$ cat config.mk
export PLATFORM = sky130hd
export DESIGN_NAME = spc_decoder
export DESIGN_NICKNAME = d
export VERILOG_FILES = /design/src/rtl/spc_pkg.sv /design/src/rtl/spc_hard.sv /design/src/rtl/spc_minsel.sv /design/src/rtl/spc_flip.sv /design/src/rtl/spc_decoder.sv
export SDC_FILE = /design/constraint.sdc
export NUM_CORES = 1
export LEC_CHECK = 0
export ABC_CLOCK_PERIOD_IN_PS = 10940
export BUFFER_PORTS_ARGS = -buffer_cell sky130_fd_sc_hd__buf_2
export CAP_MARGIN = 30
export CELL_PAD_IN_SITES_DETAIL_PLACEMENT = 1
export CELL_PAD_IN_SITES_GLOBAL_PLACEMENT = 1
export CORE_MARGIN = 3
export CORE_UTILIZATION = 33
export CTS_BUF_LIST = sky130_fd_sc_hd__clkbuf_4
export CTS_CLUSTER_SIZE = 25
export DETAILED_ROUTE_END_ITERATION = 10
export GPL_TIMING_DRIVEN = 1
export PLACE_DENSITY = 0.61
export SYNTH_ARGS = -nofsm -noshare
export SYNTH_HDL_FRONTEND = slang
export SYNTH_SLANG_ARGS = --single-unit
$ cat constraint.sdc
create_clock -name clk -period 10.94 [get_ports clk]
set_input_delay 0.547 -clock clk [delete_from_list [all_inputs] [get_ports clk]]
set_output_delay 0.547 -clock clk [all_outputs]
set_load 0.05 [all_outputs]
$ cat src/rtl/spc_pkg.sv
package spc_pkg;

    localparam int unsigned SPC_FW = 16;

    typedef logic [SPC_FW-1:0] spc_mag_t;

    typedef struct packed {
        spc_mag_t              mag;
        logic [SPC_FW-1:0]     idx;
        logic                  par;
    } spc_cand_t;

    typedef enum logic [1:0] {
        SPC_IDLE = 2'd0,
        SPC_SCAN = 2'd1,
        SPC_FIX  = 2'd2
    } spc_state_e;

    localparam spc_cand_t SPC_CAND_INIT = '{mag: '1, idx: '0, par: 1'b0};

    // Magnitude of a sign-extended LLR of width w, clipped to the largest positive w-bit value.
    function automatic spc_mag_t spc_sat_mag(input logic signed [SPC_FW-1:0] x,
                                             input int unsigned w);
        spc_mag_t lim;
        spc_mag_t a;
        lim = SPC_FW'((32'd1 << (w - 1)) - 32'd1);
        a   = x[SPC_FW-1] ? spc_mag_t'(-x) : spc_mag_t'(x);
        return (a > lim) ? lim : a;
    endfunction

    // Select the smaller magnitude; 'lo' covers lower indices and wins ties.
    function automatic spc_cand_t spc_pick(input spc_cand_t lo, input spc_cand_t hi);
        spc_cand_t r;
        r     = (hi.mag < lo.mag) ? hi : lo;
        r.par = lo.par ^ hi.par;
        return r;
    endfunction

endpackage

$ cat src/rtl/spc_hard.sv
module spc_hard #(
    parameter int unsigned NV    = 8,
    parameter int unsigned LLR_W = 8
) (
    input  logic [NV*LLR_W-1:0] llr,
    output logic [NV-1:0]       hard
);
    for (genvar i = 0; i < NV; i++) begin : g_bit
        assign hard[i] = llr[i*LLR_W + LLR_W - 1];
    end
endmodule

$ cat src/rtl/spc_minsel.sv
module spc_minsel
    import spc_pkg::*;
#(
    parameter int unsigned W     = 4,
    parameter int unsigned LLR_W = 8
) (
    input  logic [W*LLR_W-1:0] llr,
    input  logic [SPC_FW-1:0]  base,
    output spc_cand_t          best
);
    // Heap-ordered tree: leaves at W-1..2W-2, root at 0.
    spc_cand_t node [2*W-1];

    for (genvar i = 0; i < W; i++) begin : g_leaf
        logic signed [LLR_W-1:0] v;
        assign v = llr[i*LLR_W +: LLR_W];
        assign node[W-1+i] = '{
            mag: spc_sat_mag(SPC_FW'(v), LLR_W),
            idx: base + SPC_FW'(i),
            par: v[LLR_W-1]
        };
    end

    for (genvar j = 0; j < W - 1; j++) begin : g_node
        assign node[j] = spc_pick(node[2*j+1], node[2*j+2]);
    end

    assign best = node[0];
endmodule

$ cat src/rtl/spc_flip.sv
module spc_flip
    import spc_pkg::*;
#(
    parameter int unsigned NV = 8
) (
    input  logic [NV-1:0]     hard,
    input  logic              flip,
    input  logic [SPC_FW-1:0] idx,
    output logic [NV-1:0]     code
);
    for (genvar i = 0; i < NV; i++) begin : g_bit
        assign code[i] = hard[i] ^ (flip && (idx == SPC_FW'(i)));
    end
endmodule

$ cat src/rtl/spc_decoder.sv
module spc_decoder
    import spc_pkg::*;
#(
    parameter int unsigned NV    = 8,
    parameter int unsigned P     = 4,
    parameter int unsigned LLR_W = 8
) (
    input  logic                clk,
    input  logic                rst,
    input  logic                in_valid,
    output logic                in_ready,
    input  logic [NV*LLR_W-1:0] in_llr,
    output logic                out_valid,
    output logic [NV-1:0]       out_code
);
    localparam int unsigned LANES  = (NV <= P) ? NV : P;
    localparam int unsigned CHUNKS = NV / LANES;
    localparam int unsigned SLICE  = LANES * LLR_W;

    if (CHUNKS == 1) begin : g_single
        spc_cand_t       c_best;
        logic [NV-1:0]   c_hard;
        logic [NV-1:0]   c_code;

        spc_minsel #(.W(LANES), .LLR_W(LLR_W)) u_sel (
            .llr  (in_llr),
            .base ('0),
            .best (c_best)
        );
        spc_hard #(.NV(NV), .LLR_W(LLR_W)) u_hard (
            .llr  (in_llr),
            .hard (c_hard)
        );
        spc_flip #(.NV(NV)) u_flip (
            .hard (c_hard),
            .flip (c_best.par),
            .idx  (c_best.idx),
            .code (c_code)
        );

        assign in_ready = 1'b1;

        always_ff @(posedge clk) begin
            if (rst) begin
                out_valid <= 1'b0;
                out_code  <= '0;
            end else begin
                out_valid <= in_valid;
                if (in_valid) out_code <= c_code;
            end
        end
    end else begin : g_multi
        localparam int unsigned CNT_W = $clog2(CHUNKS);

        spc_state_e          state;
        logic [CNT_W-1:0]    cnt;
        logic [NV*LLR_W-1:0] llr_q;
        spc_cand_t           best_q;
        spc_cand_t           c_best;
        spc_cand_t           merged;
        logic [SLICE-1:0]    c_slice;
        logic [NV-1:0]       c_hard;
        logic [NV-1:0]       c_code;

        assign c_slice = llr_q[int'(cnt)*SLICE +: SLICE];

        spc_minsel #(.W(LANES), .LLR_W(LLR_W)) u_sel (
            .llr  (c_slice),
            .base (SPC_FW'(cnt) * SPC_FW'(LANES)),
            .best (c_best)
        );
        spc_hard #(.NV(NV), .LLR_W(LLR_W)) u_hard (
            .llr  (llr_q),
            .hard (c_hard)
        );
        spc_flip #(.NV(NV)) u_flip (
            .hard (c_hard),
            .flip (best_q.par),
            .idx  (best_q.idx),
            .code (c_code)
        );

        // Earlier chunks hold lower indices, so the stored candidate wins ties.
        assign merged   = spc_pick(best_q, c_best);
        assign in_ready = (state == SPC_IDLE);

        always_ff @(posedge clk) begin
            if (rst) begin
                state     <= SPC_IDLE;
                cnt       <= '0;
                llr_q     <= '0;
                best_q    <= SPC_CAND_INIT;
                out_valid <= 1'b0;
                out_code  <= '0;
            end else begin
                out_valid <= 1'b0;
                case (state)
                    SPC_IDLE: begin
                        if (in_valid) begin
                            llr_q  <= in_llr;
                            cnt    <= '0;
                            best_q <= SPC_CAND_INIT;
                            state  <= SPC_SCAN;
                        end
                    end
                    SPC_SCAN: begin
                        best_q <= merged;
                        cnt    <= cnt + 1'b1;
                        if (cnt == CNT_W'(CHUNKS - 1)) state <= SPC_FIX;
                    end
                    SPC_FIX: begin
                        out_code  <= c_code;
                        out_valid <= 1'b1;
                        state     <= SPC_IDLE;
                    end
                    default: state <= SPC_IDLE;
                endcase
            end
        end
    end
endmodule

# Word level (Yosys, flattened, before mapping)
# Cells that the tools add are included.
dict set report word_totals {
  regBits 109
  inputBits 67
  out_inout_bits 10
}
dict set report op_classes {
  add_sub_neg 8
  magnitude_cmp 8
  eq_ne 12
  shift 1
  n_mux 20
  n_bitwise 12
  reduce_logical 15
}
# op n
set op_table {}
lappend op_table {{$mux W33} 5}
lappend op_table {{$mux W16} 8}
lappend op_table {{$pmux W33 S2} 1}
lappend op_table {{$eq A16 B3 Y1 const B} 4}
lappend op_table {{$gt A16 B7 Y1 const B} 4}
lappend op_table {{$lt A16 B16 Y1} 4}
lappend op_table {{$neg A8 Y16} 4}
lappend op_table {{$shiftx A64 B7 Y32} 1}
lappend op_table {{$eq A16 B2 Y1 const B} 2}
lappend op_table {{$eq A16 B1 Y1 const B} 1}
lappend op_table {{$logic_not A16 Y1} 1}
lappend op_table {{$xor A1 B1 Y1} 12}
lappend op_table {{$add A3 B2 Y4 const B} 2}
lappend op_table {{$logic_and A1 B1 Y1} 8}
lappend op_table {{$ne A2 B2 Y1 const B} 3}
lappend op_table {{$reduce_and A2 Y1} 3}
lappend op_table {{$add A3 B1 Y4 const B} 1}
lappend op_table {{$mux W2} 2}
lappend op_table {{$pmux W2 S2} 1}
lappend op_table {{$reduce_and A3 Y1} 1}
lappend op_table {{$eq A2 B1 Y1 const B} 1}
lappend op_table {{$eq A2 B2 Y1 const B} 1}
lappend op_table {{$logic_not A2 Y1} 1}
lappend op_table {{$mux W1} 2}
lappend op_table {{3 further kinds} 3}

# Longest topological paths before layout
# Gate-level depths: netlist of the first run.
dict set report depth {
  word_depth 12
  depth_mapped 41
  depth_no_buf 35
}

# Hierarchy
# Synthesis of the first run repeated with hierarchy kept, for this count alone.
dict set report unflattened {
  hier_cells 954
  hier_area_um2 7573.5
}
# mod n_inst cells_per_inst area_each_um2 seq_area_each_um2
set by_module_without_submodules {}
lappend by_module_without_submodules {spc_decoder 1 553 4764.6 2182.1}
lappend by_module_without_submodules {spc_minsel 1 368 2504.9 0.0}
lappend by_module_without_submodules {spc_flip 1 25 244.0 0.0}
lappend by_module_without_submodules {spc_hard 1 8 60.1 0.0}

# Least setup slack after synthesis of the first run
# No wires, ideal clock.
dict set report synth_path {
  path_type {register -> register}
  startpoint {register g_multi.cnt}
  endpoint {register g_multi.best_q[18] in the netlist's numbering}
  setup_ps 122
  arrival_time_ps 7618
  required_ps 10818
  slack_ps 3200
  path_stages_with_launch 41
  path_buffers 7
  synth_period_minus_slack_ps 7740
  cell_sequence {dfxtp_1 buf_6 buf_6 buf_2 buf_2 buf_2 buf_2 mux2i_1 ha_1 o21ai_0 o21ai_0 xnor2_1 and2_1 inv_1 ha_1 o21ai_0 nor2_1 a2111oi_0 [... 5 more ...] a21o_1 a21oi_1 nor2b_1 o41ai_1 o21ba_2 clkbuf_1 a21oi_1 or2_1 ha_1 a21o_1 a21oi_1 o21ai_0 a21oi_1 o22a_1 and3_1 a221oi_4 or2b_4 o32a_1}
}
dict set report synth_via {
  elab_chain_len 12
  elab_cells_between_ends 28
  cone_classes {add/sub (4); order compare (8); eq/ne (1); shift (1); mux (13); reduce/logical (1)}
}
# element line_no
set synth_lines {}
lappend synth_lines {{from (decl)} spc_decoder.sv:56} ;# logic [CNT_W-1:0] cnt;
lappend synth_lines {{from (signal assigned)} spc_decoder.sv:108} ;# cnt <= cnt + 1'b1;
lappend synth_lines {{$shiftx A64 B7 Y32 (*)} spc_decoder.sv:65} ;# assign c_slice = llr_q[int'(cnt)*SLICE +: SLICE];
lappend synth_lines {{$neg A8 Y16} spc_pkg.sv:27} ;# a = x[SPC_FW-1] ? spc_mag_t'(-x) : spc_mag_t'(x);
lappend synth_lines {{$mux W16} spc_pkg.sv:27}
lappend synth_lines {{$gt A16 B7 Y1} spc_pkg.sv:28} ;# return (a > lim) ? lim : a;
lappend synth_lines {{$mux W16} spc_pkg.sv:28}
lappend synth_lines {{$lt A16 B16 Y1} spc_pkg.sv:34} ;# r = (hi.mag < lo.mag) ? hi : lo;
lappend synth_lines {{$mux W33} spc_pkg.sv:34}
lappend synth_lines {{$lt A16 B16 Y1} spc_pkg.sv:34}
lappend synth_lines {{$mux W33 (*)} spc_pkg.sv:34}
lappend synth_lines {{$lt A16 B16 Y1} spc_pkg.sv:34}
lappend synth_lines {{$ne A2 B2 Y1 (no line)} -}
lappend synth_lines {{$reduce_and A3 Y1 (no line)} -}
lappend synth_lines {{to (signal assigned)} spc_decoder.sv:107} ;# best_q <= merged;
lappend synth_lines {{to (decl)} spc_decoder.sv:58} ;# spc_cand_t best_q;
# Every way passes the cells marked *; elsewhere a longest branch is shown, timed or not. The select of a mux whose other input is x is not followed.
# A chain may end at the register's enable or synchronous reset.

# Worst setup path in the final report of the first run
dict set report layout_path {
  startpoint {register g_multi.cnt}
  endpoint {register g_multi.best_q[21] in the netlist's numbering}
}
# Same word-level chain as after synthesis.

==> results of run 1 <==
## sequential cells by signal, summed over array words and instances, names as in the netlist
signal and count:
g_multi.best_q 20, g_multi.cnt 1, g_multi.llr_q 64, g_multi.state 2, out_code 8, out_valid 1
## area by class of cell
cell class | count | share of cell area [%]
sequential | 96 | 25.27
timing repair buffer | 82 | 5.589
multi-input combinational | 740 | 61.14
antenna | 1 | 0.03288
inverter | 34 | 1.677
clock inverter | 5 | 0.8548
tap | 265 | 4.356
clock buffer | 11 | 1.085
## worst max-delay path by stage
| stage | cells past startpoint | startpoint | slack (ns) | endpoint |
|---|---|---|---|---|
| finish | 34 | g_multi.cnt | 2.37 | g_multi.best_q[21] |
| global route | 34 | g_multi.cnt | 1.52 | g_multi.best_q[21] |
| CTS | 34 | g_multi.cnt | 2.39 | g_multi.best_q[23] |
| detailed placement | 34 | g_multi.cnt | 2.45 | g_multi.best_q[23] |
| global placement | 34 | g_multi.cnt | 2.53 | g_multi.best_q[20] |
| floorplan | 40 | g_multi.cnt | 3.20 | g_multi.best_q[18] |
## synthesized netlist by cell type (6+ instances only)
library cell and instances:
sky130_fd_sc_hd__a211oi_1 15, sky130_fd_sc_hd__a21o_1 15, sky130_fd_sc_hd__a21oi_1 94, sky130_fd_sc_hd__and2_1 7, sky130_fd_sc_hd__buf_2 6, sky130_fd_sc_hd__clkbuf_1 26, sky130_fd_sc_hd__dfxtp_1 96, sky130_fd_sc_hd__ha_1 62
sky130_fd_sc_hd__inv_1 34, sky130_fd_sc_hd__mux2_2 6, sky130_fd_sc_hd__mux2i_1 46, sky130_fd_sc_hd__nand2_1 186, sky130_fd_sc_hd__nand2b_1 9, sky130_fd_sc_hd__nand3_1 7, sky130_fd_sc_hd__nor2_1 41, sky130_fd_sc_hd__nor2b_1 8
sky130_fd_sc_hd__nor3_1 19, sky130_fd_sc_hd__nor3b_1 10, sky130_fd_sc_hd__o211ai_1 8, sky130_fd_sc_hd__o21ai_0 26, sky130_fd_sc_hd__xnor2_1 14, sky130_fd_sc_hd__xor2_1 10
## report_power, final
part           internal (mW)  switching [mW]  leakage [nW]
clock network         0.0769           0.135        0.0752
registers              0.381          0.0347         0.789
logic                  0.162           0.232          2.54
## kinds of logic (layout without fill, tap and decap cells)
kind of cell | count (synthesis) | in the layout | share of synthesized area [%]
AOI/OAI and AO/OA | 215 | 215 | 21.05
muxes | 55 | 55 | 8.485
xor gates and xnor gates | 24 | 24 | 3.161
DFF | 96 | 96 | 28.90
adders and majority gates | 62 | 62 | 11.67
and+or+nand+nor | 321 | 321 | 21.99
buffers and inverters | 73 | 132 | 4.628
other | 2 | 64 | 0.1129
## stage by stage
step                setup slack [ns]  hold slack (ns)
finish                         2.369           0.2731
global route                   1.517           0.2436
CTS                            2.385           0.2311
detailed placement             2.450           0.4369
global placement               2.535           0.4304
floorplan                      3.200           0.4225
## worst max-delay path, delay by kind of cell (launching register included)
kind	cells	cell delay, ns
compound gates	14	3.79
xor+xnor	1	0.16
fa+ha+maj	4	1.11
buf+inv	4	0.38
flops	1	0.97
mux	2	0.68
simple gates	9	1.33
## placed cells by master, fill, tap and decap left out, drive strengths merged, types with 3 or more instances in the layout
master | Yosys | final
nand2 | 187 | 187
dfxtp | 96 | 96
a21oi | 95 | 95
buf | 13 | 82
conb | 2 | 63
ha | 62 | 62
mux2i | 47 | 47
nor2 | 41 | 41
inv | 34 | 35
o21ai | 28 | 28
nor3 | 20 | 20
a211oi | 16 | 16
a21o | 15 | 15
xnor2 | 14 | 14
nor3b | 12 | 12
clkbuf | 26 | 11
xor2 | 10 | 10
nand2b | 9 | 9
nor2b | 8 | 8
o211ai | 8 | 8
mux2 | 8 | 8
nand3 | 7 | 7
and2 | 7 | 7
or2 | 6 | 6
o22ai | 5 | 5
or3 | 5 | 5
a31oi | 5 | 5
o32ai | 5 | 5
nand4 | 5 | 5
o22a | 5 | 5
and3 | 4 | 4
nor4 | 3 | 3
o21a | 3 | 3
o32a | 3 | 3
a22oi | 3 | 3
o31ai | 3 | 3
## per-layer routing
layer | vias to the layer above | GRT usage, %
li1 | 3163 | -
met1 | 2872 | 25.32
met2 | 57 | 26.75
met3 | 11 | 1.870
met4 | 0 | 4.296
met5 | - | 0
==> results.rst, run 1 <==
.. list-table::
   :header-rows: 1

   * - Metric
     - Value
   * - Maximum buffer depth of the clock tree
     - 2
   * - Final Critical Period
     - roughly 8.6 ns
   * - Count of buffers added by post-CTS timing repair for setup
     - 0
   * - Worst hold path endpoint
     - g_multi.llr_q[32]
   * - Startpoint-to-endpoint class of the critical path
     - reg -> reg
   * - Width of the die
     - about 150 um
   * - Initial cell density of the core
     - 33.84%
   * - Final critical-path share of the clock period
     - 78.35%
   * - Proportion of synthesized flip-flops having asynchronous set or reset
     - 0%
   * - Final non-filler cell total
     - 1234
   * - Vertical die dimension
     - approximately 150 um
   * - Cell type of the slowest stage on the worst timing path
     - sky130_fd_sc_hd__dfxtp_2
   * - Detailed-routed wire length on met3
     - 376 um
   * - Number of placed I/O pins
     - 77
   * - Filler cell count
     - 2537
   * - Met2 wire len
     - 8.205 mm
   * - Number of synthesized flops with an enable pin
     - 0
   * - Total power after layout
     - approximately 1.0 mW
   * - Detail-routed via count per cell
     - 4.946
   * - Synth warn
     - 0
   * - Number of levels in the clock H-tree
     - 3
   * - Clock transition at the registers of the reported paths
     - 0.17 ns
   * - Final setup fails
     - 0
   * - Wire length reported by the detailed router
     - 18.52 mm
   * - Largest net degree at the start of global routing
     - 80
   * - Vias in the first global route
     - 5965
   * - Clock skew after layout
     - 0.02411 ns
   * - Setup crit start kind
     - register
   * - Top_reg_cell synth
     - sky130_fd_sc_hd__dfxtp_1
   * - Iteration-0 DRC count of the detailed router
     - 208
   * - Max-cap viol count
     - 0
   * - Overall track demand over capacity in global routing
     - 17.14%
   * - Post-route design area
     - 0.007611 mm2
   * - Input/output buffers
     - 76
   * - RSZ-0062 raised after global routing
     - false
   * - Routed wirelength normalized by instance count
     - 15.00 um
   * - Dominant cells by area after synthesis
     - sky130_fd_sc_hd__dfxtp_1, sky130_fd_sc_hd__ha_1, sky130_fd_sc_hd__nand2_1
   * - Share of layout cells above drive strength 1
     - 12.60%
   * - Floorplan Core Area
     - slightly below 0.02 mm2
   * - Mapped Avg Cell Area
     - 7.842 um2
   * - Final hold viol count
     - 0
   * - Critical path endpoint category
     - register
   * - Post-synthesis register bit count
     - 96
   * - Tightest Pin Transition
     - 0.9216 ns
   * - Class of the most critical hold timing path
     - in -> reg
   * - Distinct cells, synth
     - between 60 and 70
   * - Critical path's largest stage delay
     - between 0.9 and 1 ns
   * - Worst slew margin relative to its limit
     - about two fifths
   * - Status
     - complete, no violations
   * - Overflow after GRT
     - 0
   * - Max Fclk
     - 116.7 MHz
   * - Post-synthesis cell type with the largest combined area
     - sky130_fd_sc_hd__dfxtp_1
   * - Number of antenna violations at the first check in global routing
     - 1
   * - Resized Gates After CTS
     - 0
   * - Placed cell count
     - 1217
   * - Launching point of the worst reg2reg path
     - g_multi.cnt
   * - Fin Setup TNS
     - 0 ns
   * - Number of clock buffers inserted by TritonCTS
     - 9
   * - Mapped cell area
     - 0.006650 mm2
   * - Share of Yosys cell area claimed by the top area cell type
     - 28.90%
   * - Die outline area
     - roughly 0.022 mm2
   * - Root buffer cell
     - sky130_fd_sc_hd__clkbuf_4
   * - Reg2reg end
     - g_multi.best_q[21]
   * - Via count
     - 6103
   * - Worst Reg2Reg Path Length in Cells
     - 34
   * - Flop-to-flop setup slack
     - 2.37 ns
   * - Number of rows created at floorplan
     - 51
   * - Layout overhead on the synthesized area
     - 14.45%
   * - Gpl congestion
     - between 0.8 and 0.9
   * - Worst Path Required
     - ~11 ns
   * - Post-synthesis instance total
     - approximately 850
   * - TritonCTS clock tree
     - built
   * - Start point of the worst hold path
     - in_llr[32]
   * - Worst-case vdd ir drop
     - about 0.048 mV
   * - Detailed-router iteration count before antenna repair
     - 4
   * - Sequential cell area
     - 0.001923 mm2
   * - Clk Latency, worst-skew pair
     - 0.48 ns
   * - Post-detailed-route DRC marker count
     - 0
   * - Multi-input gate area in the final layout
     - 0.004653 mm2
   * - Wire length of the first global-routing pass
     - about 30 mm
   * - Crit path max fanout
     - 42
   * - Detailed-placement wirelength estimate
     - 14.44 mm
   * - Arrival time at the worst endpoint
     - between 8 and 9 ns
   * - Power density cells
     - 134.2 mW/mm2
   * - Clock tree sinks
     - 96
   * - Cts-stage hold buffer count
     - 0
   * - Finished Core Util
     - around 39%
   * - Max-slew violation total from the final report
     - 0
   * - Uppermost signal routing layer after detailed routing
     - met4
   * - Worst hold path stage count
     - 3
   * - Final nets
     - about 1100
   * - Cell leakage power
     - 3.400 nW
   * - Antenna-violating nets left
     - 0
   * - Met1 Wirelength
     - between 9 and 10 mm
   * - Sequential area share after synthesis
     - 28.90%
   * - Standard cell area after detailed placement
     - 0.007461 mm2
(Power assumes the default switching activity.)
==> run 2, diff against run 1 <==
--- a/config.mk
+++ b/config.mk
@@ -5,7 +5,8 @@
 export SDC_FILE = /design/constraint.sdc
 export NUM_CORES = 1
 export LEC_CHECK = 0
-export ABC_CLOCK_PERIOD_IN_PS = 10940
+export ABC_AREA = 1
+export ABC_CLOCK_PERIOD_IN_PS = 7200
 export BUFFER_PORTS_ARGS = -buffer_cell sky130_fd_sc_hd__buf_2
 export CAP_MARGIN = 30
 export CELL_PAD_IN_SITES_DETAIL_PLACEMENT = 1
@@ -16,7 +17,7 @@
 export CTS_CLUSTER_SIZE = 25
 export DETAILED_ROUTE_END_ITERATION = 10
 export GPL_TIMING_DRIVEN = 1
-export PLACE_DENSITY = 0.61
+export PLACE_DENSITY = 0.66
 export SYNTH_ARGS = -nofsm -noshare
 export SYNTH_HDL_FRONTEND = slang
 export SYNTH_SLANG_ARGS = --single-unit
==> constraint.sdc (replaced) <==
create_clock -name clk -period 7.2 [get_ports clk]
set_input_delay 0.36 -clock clk [delete_from_list [all_inputs] [get_ports clk]]
set_output_delay 0.36 -clock clk [all_outputs]
set_load 0.05 [all_outputs]
==> results.rst, run 2 <==
.. list-table::
   :header-rows: 1

   * - Metric
     - Value
   * - Clock tree sinks
     - 96
   * - Worst slew margin relative to its limit
     - a little under three fifths
   * - Synth warn
     - 0
   * - Die outline area
     - 0.02023 mm2
   * - Relative contribution of the clock network to total power
     - a little under a quarter
   * - CP dominant cell by count
     - sky130_fd_sc_hd__nand2_1
   * - Resized Gates After CTS
     - 0
   * - Input/output buffers
     - 76
   * - Number of clock buffers inserted by TritonCTS
     - 9
   * - Switching power
     - 0.6168 mW
   * - Most frequent cells after synthesis
     - sky130_fd_sc_hd__nand2_1, sky130_fd_sc_hd__inv_1, sky130_fd_sc_hd__o21ai_0, sky130_fd_sc_hd__dfxtp_1, sky130_fd_sc_hd__ha_1
   * - RSZ-0062 raised after global routing
     - false
   * - Arrival time at the worst endpoint
     - ~6.5 ns
   * - Sequential area share after synthesis
     - 31.37%
   * - Proportion of synthesized flip-flops having asynchronous set or reset
     - 0%
   * - Largest net degree at the start of global routing
     - 65
   * - Vertical die dimension
     - 142.2 um
   * - Worst Path Required
     - 7.61 ns
   * - Number of levels in the clock H-tree
     - 3
   * - Final setup fails
     - 0
   * - Post-synthesis instance total
     - 877
   * - Adder and majority gate portion of the synthesized area
     - 12.66%
   * - Dominant cells by area after synthesis
     - sky130_fd_sc_hd__dfxtp_1, sky130_fd_sc_hd__nand2_1, sky130_fd_sc_hd__ha_1
   * - Share of Yosys cell area claimed by the top area cell type
     - about a third
   * - Setup crit start kind
     - register
   * - Critical path endpoint category
     - register
   * - Status
     - complete, no violations
   * - Cell leakage power
     - 3.673 nW
   * - Overflow after GRT
     - 0
   * - Final nets
     - 1131
   * - Max-cap viol count
     - 0
   * - Flip-flop count of the largest register, all copies and words added
     - 64
   * - Worst-case vdd ir drop
     - roughly 0.085 mV
   * - Crit path max fanout
     - 48
   * - Class of the most critical hold timing path
     - in -> reg
   * - Maximum buffer depth of the clock tree
     - 2
   * - Mux contribution to synthesized area
     - 0%
   * - Overall track demand over capacity in global routing
     - 16.91%
   * - Worst hold path stage count
     - 3
   * - Final Critical Period
     - 6.128 ns
   * - Post-detailed-route DRC marker count
     - 0
   * - Wire length reported by the detailed router
     - 16.24 mm
   * - Share of layout cells above drive strength 1
     - 13.41%
   * - Share of total power consumed by net switching
     - 38.87%
   * - Cts-stage hold buffer count
     - 0
   * - Count of buffers added by post-CTS timing repair for setup
     - 0
   * - Cell type of the slowest stage on the worst timing path
     - sky130_fd_sc_hd__buf_4
   * - Final non-filler cell total
     - 1237
   * - Width of the die
     - between 100 and 150 um
   * - Uppermost signal routing layer after detailed routing
     - met4
   * - Max-slew violation total from the final report
     - 0
   * - Iteration-0 DRC count of the detailed router
     - 208
   * - Antenna-violating nets left
     - 0
   * - Most common cell in the netlist
     - sky130_fd_sc_hd__nand2_1
   * - Vias in the first global route
     - 5843
   * - Startpoint-to-endpoint class of the critical path
     - reg -> reg
   * - Mapped cell area
     - 0.006126 mm2
   * - Number of rows created at floorplan
     - 49
   * - Clk Latency, worst-skew pair
     - between 0.4 and 0.5 ns
   * - Parity-gate share of the synthesized area counting xor and xnor cells
     - ~1.9%
   * - Design internal power
     - 0.9698 mW
   * - Via count
     - slightly below 6000
   * - Simple-gate share of the synthesized area
     - approximately a quarter
   * - Final hold viol count
     - 0
   * - Distinct cells, synth
     - 42
   * - Worst Reg2Reg Path Length in Cells
     - 38
   * - Post-synthesis cell type with the largest combined area
     - sky130_fd_sc_hd__dfxtp_1
   * - Critical path's largest stage delay
     - 0.44 ns
   * - Tightest Pin Transition
     - 0.6376 ns
   * - Number of antenna violations at the first check in global routing
     - 1
   * - TritonCTS clock tree
     - built
   * - Leading registers by flop count
     - g_multi.llr_q: 64 flops, g_multi.best_q: 20 flops, out_code: 8 flops
   * - Number of placed I/O pins
     - 77
   * - Routed wirelength normalized by instance count
     - 13.13 um
   * - Detailed-router iteration count before antenna repair
     - 4
   * - Initial cell density of the core
     - 33.87%
   * - Detailed-routed wire length on met3
     - 605 um
   * - Compound-cell area share of the yosys netlist
     - 19.42%
   * - Power density cells
     - roughly 220 mW/mm2
   * - Placed cell count
     - about 1200
   * - Root buffer cell
     - sky130_fd_sc_hd__clkbuf_4
   * - Max Fclk
     - 163.2 MHz
   * - Clock skew after layout
     - 0.01597 ns
   * - Most common library cell in the layout ignoring fill and taps
     - sky130_fd_sc_hd__nand2_1
   * - Detail-routed via count per cell
     - 4.742
   * - Mapped Avg Cell Area
     - 6.985 um2
   * - Largest family of logic cells by synthesized area
     - simple AND/OR/NAND/NOR gates
   * - Number of synthesized flops with an enable pin
     - 0
   * - Clock transition at the registers of the reported paths
     - 0.16 ns
   * - Met1 Wirelength
     - 7.653 mm
   * - Commonest cells after routing, fill and taps aside
     - sky130_fd_sc_hd__nand2_1, sky130_fd_sc_hd__inv_1, sky130_fd_sc_hd__o21ai_0, sky130_fd_sc_hd__dfxtp_1, sky130_fd_sc_hd__buf_2
   * - Fin Setup TNS
     - 0 ns
   * - Layout overhead on the synthesized area
     - 15.77%
   * - Proportion of power drawn by combinational gates
     - 38.4%
   * - Floorplan Core Area
     - 0.01809 mm2
   * - Wire length of the first global-routing pass
     - 27.88 mm
   * - Most flop-heavy register
     - g_multi.llr_q
   * - Gpl congestion
     - 0.7881
   * - Top_reg_cell synth
     - sky130_fd_sc_hd__dfxtp_1
   * - Fraction of power consumed by sequential logic
     - 37.7%
   * - Met2 wire len
     - 7.776 mm
   * - Detailed-placement wirelength estimate
     - 13.08 mm
   * - Post-synthesis register bit count
     - 96
   * - Final critical-path share of the clock period
     - 85.11%
[run 2: stage by stage]
step           hold slack (ns)  cell area [um2]  total power, mW  setup WS, ns  utilization (%)
3_5_place_dp            0.4464             6898            1.223        0.9795            38.14
6_report               0.06716             7092            1.587         1.072            39.21
4_1_cts                0.02208             7089            1.608        0.9431            39.20
2_1_floorplan           0.4289             6355            1.074         2.187                -
3_3_place_gp            0.4425             6898            1.213         1.114            38.14
5_1_grt                0.03431             7092            1.736        0.2038            39.21
[run 2: kinds of logic after synthesis]
group	after synthesis
XOR/XNOR	13
buffers and inverters	147
adder cells (fa/ha/maj)	62
AND/OR/NAND/NOR	355
flip-flops	96
AO/OA/AOI/OAI	202
other	2
[run 2: worst paths after layout]
| path | startpoint | to | slack [ns] |
|---|---|---|---|
| max | g_multi.cnt | g_multi.best_q[1] | 1.07 |
| min | in_llr[42] | g_multi.llr_q[42] | 0.07 |
| max reg2reg | g_multi.cnt | g_multi.best_q[1] | 1.07 |
| min reg2reg | g_multi.best_q[21] | g_multi.best_q[21] | 0.48 |
[run 2: routing by layer]
layer  GRT usage, %  vias to the layer above
met2          29.76                       74
met3          3.327                       12
li1               -                     3052
met4          4.192                        0
met5              0                        -
met1          21.22                     2728
[run 2: power groups by stage]
| stage | clock network [mW] | logic [mW] | registers, mW |
|---|---|---|---|
| after floorplan | 0 | 0.468 | 0.607 |
| after global placement | 0 | 0.604 | 0.609 |
| after detailed placement | 0 | 0.613 | 0.610 |
| after CTS | 0.394 | 0.616 | 0.598 |
| after global routing | 0.410 | 0.723 | 0.603 |
| final | 0.379 | 0.610 | 0.598 |
[run 2: cell type report]
type / count / area, um2
Clock buffer: 9 / 67.56
Inverter: 120 / 450.4
Fill cell: 2406 / 10990
Sequential cell: 96 / 1923
Clock inverter: 7 / 123.9
Tap cell: 229 / 286.5
Timing Repair Buffer: 80 / 410.4
Antenna cell: 1 / 2.502
Multi-Input combinational cell: 695 / 3827
[run 2: critical path, delay by kind of cell, from the launching register on]
kind            cells  cell delay (ns)
simple gates       22             2.40
compound gates      8             1.24
fa+ha+maj           4             1.06
buf+inv             4             0.92
flops               1             0.39
==> run 3, diff against run 2 <==
--- a/config.mk
+++ b/config.mk
@@ -8,12 +8,12 @@
 export ABC_AREA = 1
 export ABC_CLOCK_PERIOD_IN_PS = 7200
 export BUFFER_PORTS_ARGS = -buffer_cell sky130_fd_sc_hd__buf_2
-export CAP_MARGIN = 30
+export CAP_MARGIN = 15
 export CELL_PAD_IN_SITES_DETAIL_PLACEMENT = 1
 export CELL_PAD_IN_SITES_GLOBAL_PLACEMENT = 1
 export CORE_MARGIN = 3
 export CORE_UTILIZATION = 33
-export CTS_BUF_LIST = sky130_fd_sc_hd__clkbuf_4
+export CTS_BUF_LIST = sky130_fd_sc_hd__clkbuf_8
 export CTS_CLUSTER_SIZE = 25
 export DETAILED_ROUTE_END_ITERATION = 10
 export GPL_TIMING_DRIVEN = 1
==> results.rst, run 3 (synthesis gave the netlist of run 2 again) <==
.. list-table::
   :header-rows: 1

   * - Metric
     - Value
   * - Overall track demand over capacity in global routing
     - 16.99%
   * - Fraction of power consumed by sequential logic
     - 36.2%
   * - Root buffer cell
     - sky130_fd_sc_hd__clkbuf_8
   * - Final setup fails
     - 0
   * - Cell type of the slowest stage on the worst timing path
     - sky130_fd_sc_hd__buf_4
   * - Cell leakage power
     - 3.696 nW
   * - Cts-stage hold buffer count
     - 0
   * - Gpl congestion
     - 0.7881
   * - Commonest cells after routing, fill and taps aside
     - sky130_fd_sc_hd__nand2_1, sky130_fd_sc_hd__inv_1, sky130_fd_sc_hd__o21ai_0, sky130_fd_sc_hd__dfxtp_1, sky130_fd_sc_hd__buf_2
   * - Startpoint-to-endpoint class of the critical path
     - reg -> reg
   * - Clock tree sinks
     - 96
   * - Finished Core Util
     - approximately two fifths
   * - Final hold viol count
     - 0
   * - Design internal power
     - 1.024 mW
   * - Start point of the worst hold path
     - in_llr[42]
   * - Detailed-router iteration count before antenna repair
     - 6
   * - Die outline area
     - 0.02023 mm2
   * - CP dominant cell by count
     - sky130_fd_sc_hd__nand2_1
   * - Via count
     - 5797
   * - Sequential cell area
     - 0.001923 mm2
   * - Clock transition at the registers of the reported paths
     - 0.10 ns
   * - Most common library cell in the layout ignoring fill and taps
     - sky130_fd_sc_hd__nand2_1
   * - Initial cell density of the core
     - between 30 and 40%
   * - Share of total power consumed by net switching
     - between 30% and 40%
   * - Worst slew margin relative to its limit
     - 57.67%
   * - Number of rows created at floorplan
     - 49
   * - Worst-case vdd ir drop
     - around 0.089 mV
   * - Number of clock buffers inserted by TritonCTS
     - 9
   * - Width of the die
     - 142.2 um
   * - Number of placed I/O pins
     - 77
   * - Final Critical Period
     - 6.165 ns
   * - Detailed-placement wirelength estimate
     - 13.08 mm
   * - Share of layout cells above drive strength 1
     - 13.41%
   * - Max-cap viol count
     - 0
   * - Worst Path Required
     - approximately 7.5 ns
   * - Antenna fix cells
     - 0
   * - Vertical die dimension
     - 142.2 um
   * - Routed wirelength normalized by instance count
     - 13.18 um
   * - Class of the most critical hold timing path
     - in -> reg
   * - Leading registers by flop count
     - g_multi.llr_q: 64 flops, g_multi.best_q: 20 flops, out_code: 8 flops
   * - Launching point of the worst reg2reg path
     - g_multi.cnt
   * - Switching power
     - 0.6235 mW
   * - Vias in the first global route
     - 5834
   * - Post-detailed-route DRC marker count
     - 0
   * - Maximum buffer depth of the clock tree
     - 2
   * - Crit path launch
     - g_multi.cnt
   * - Arrival time at the worst endpoint
     - 6.49 ns
   * - Largest net degree at the start of global routing
     - 65
   * - Multi-input gate area in the final layout
     - approximately 0.0038 mm2
   * - Hold_ws
     - 0.1627 ns
   * - Relative contribution of the clock network to total power
     - 26.8%
   * - Flip-flop count of the largest register, all copies and words added
     - 64
   * - Total power after layout
     - 1.648 mW
   * - Resized Gates After CTS
     - 0
   * - RSZ-0062 raised after global routing
     - false
   * - Max-slew violation total from the final report
     - 0
   * - Proportion of power drawn by combinational gates
     - 37.0%
   * - Layout overhead on the synthesized area
     - 16.65%
   * - Final critical-path share of the clock period
     - a little under nine tenths
   * - Fin Setup TNS
     - 0 ns
   * - Input/output buffers
     - 76
   * - Final nets
     - 1131
   * - Most flop-heavy register
     - g_multi.llr_q
   * - Antenna-violating nets left
     - 0
   * - Wire length reported by the detailed router
     - 16.29 mm
   * - Clk Latency, worst-skew pair
     - 0.39 ns
   * - Tightest Pin Transition
     - 0.6350 ns
   * - Status
     - complete, no violations
   * - TritonCTS clock tree
     - built
   * - Critical path endpoint category
     - register
   * - Filler cell count
     - 2403
   * - Overflow after GRT
     - 0
   * - Detail-routed via count per cell
     - 4.690
   * - Number of levels in the clock H-tree
     - 3
   * - Iteration-0 DRC count of the detailed router
     - 175
   * - Post-route design area
     - 0.007146 mm2
   * - Count of buffers added by post-CTS timing repair for setup
     - 0
   * - Clock skew after layout
     - 0.008612 ns
   * - Setup crit start kind
     - register
   * - Max Fclk
     - between 150 and 200 MHz
   * - Crit path max fanout
     - 48
   * - Number of antenna violations at the first check in global routing
     - 0
   * - Wire length of the first global-routing pass
     - 27.90 mm
   * - Critical path's largest stage delay
     - 0.44 ns
   * - Power density cells
     - 230.6 mW/mm2
   * - Standard cell area after detailed placement
     - ~0.007 mm2
   * - Floorplan Core Area
     - 0.01809 mm2
[run 3: through the flow]
stage	instances	worst slack [ns]
6_report	1236	1.035
5_1_grt	1236	0.1686
4_1_cts	1236	0.9163
3_5_place_dp	1220	0.9795
3_3_place_gp	1220	1.114
2_1_floorplan	938	2.187
[run 3: path summary, 6_finish.rpt]
path / to / slack (ns) / cells past startpoint
setup / recovery: g_multi.best_q[1] / 1.03 / 38
setup reg to reg: g_multi.best_q[1] / 1.03 / 38
hold reg to reg: g_multi.best_q[21] / 0.47 / 2
hold / removal: g_multi.llr_q[42] / 0.16 / 3
[run 3: routing by layer]
layer | routed length (um) | global-route usage [%] | share of wire (%)
met2 | 7863 | 30.16 | 48
met1 | 7727 | 21.36 | 47
met3 | 526 | 2.991 | 3.2
met5 | 0 | 0 | 0
met4 | 174 | 4.091 | 1.1
[run 3: critical path, delay by kind of cell, from the launching register on]
kind | cells | cell delay [ns]
AND/OR/NAND/NOR | 22 | 2.43
adder cells (fa/ha/maj) | 4 | 1.06
AO/OA/AOI/OAI | 8 | 1.25
flip-flops | 1 | 0.37
buffers and inverters | 4 | 0.92
[run 3: area by class of cell]
| cell class | instances | share of cell area [%] |
|---|---|---|
| Sequential cell | 96 | 26.91 |
| Clock inverter | 7 | 1.734 |
| Tap cell | 229 | 4.010 |
| Inverter | 120 | 6.304 |
| Timing Repair Buffer | 80 | 5.743 |
| Multi-Input combinational cell | 695 | 53.56 |
| Clock buffer | 9 | 1.734 |
[run 3: power groups by stage]
stage	registers, mW	clock network (mW)	logic, mW
after detailed placement	0.610	0	0.613
after global placement	0.609	0	0.604
after floorplan	0.607	0	0.468
after CTS	0.598	0.458	0.616
final	0.597	0.441	0.610
after global routing	0.603	0.473	0.723
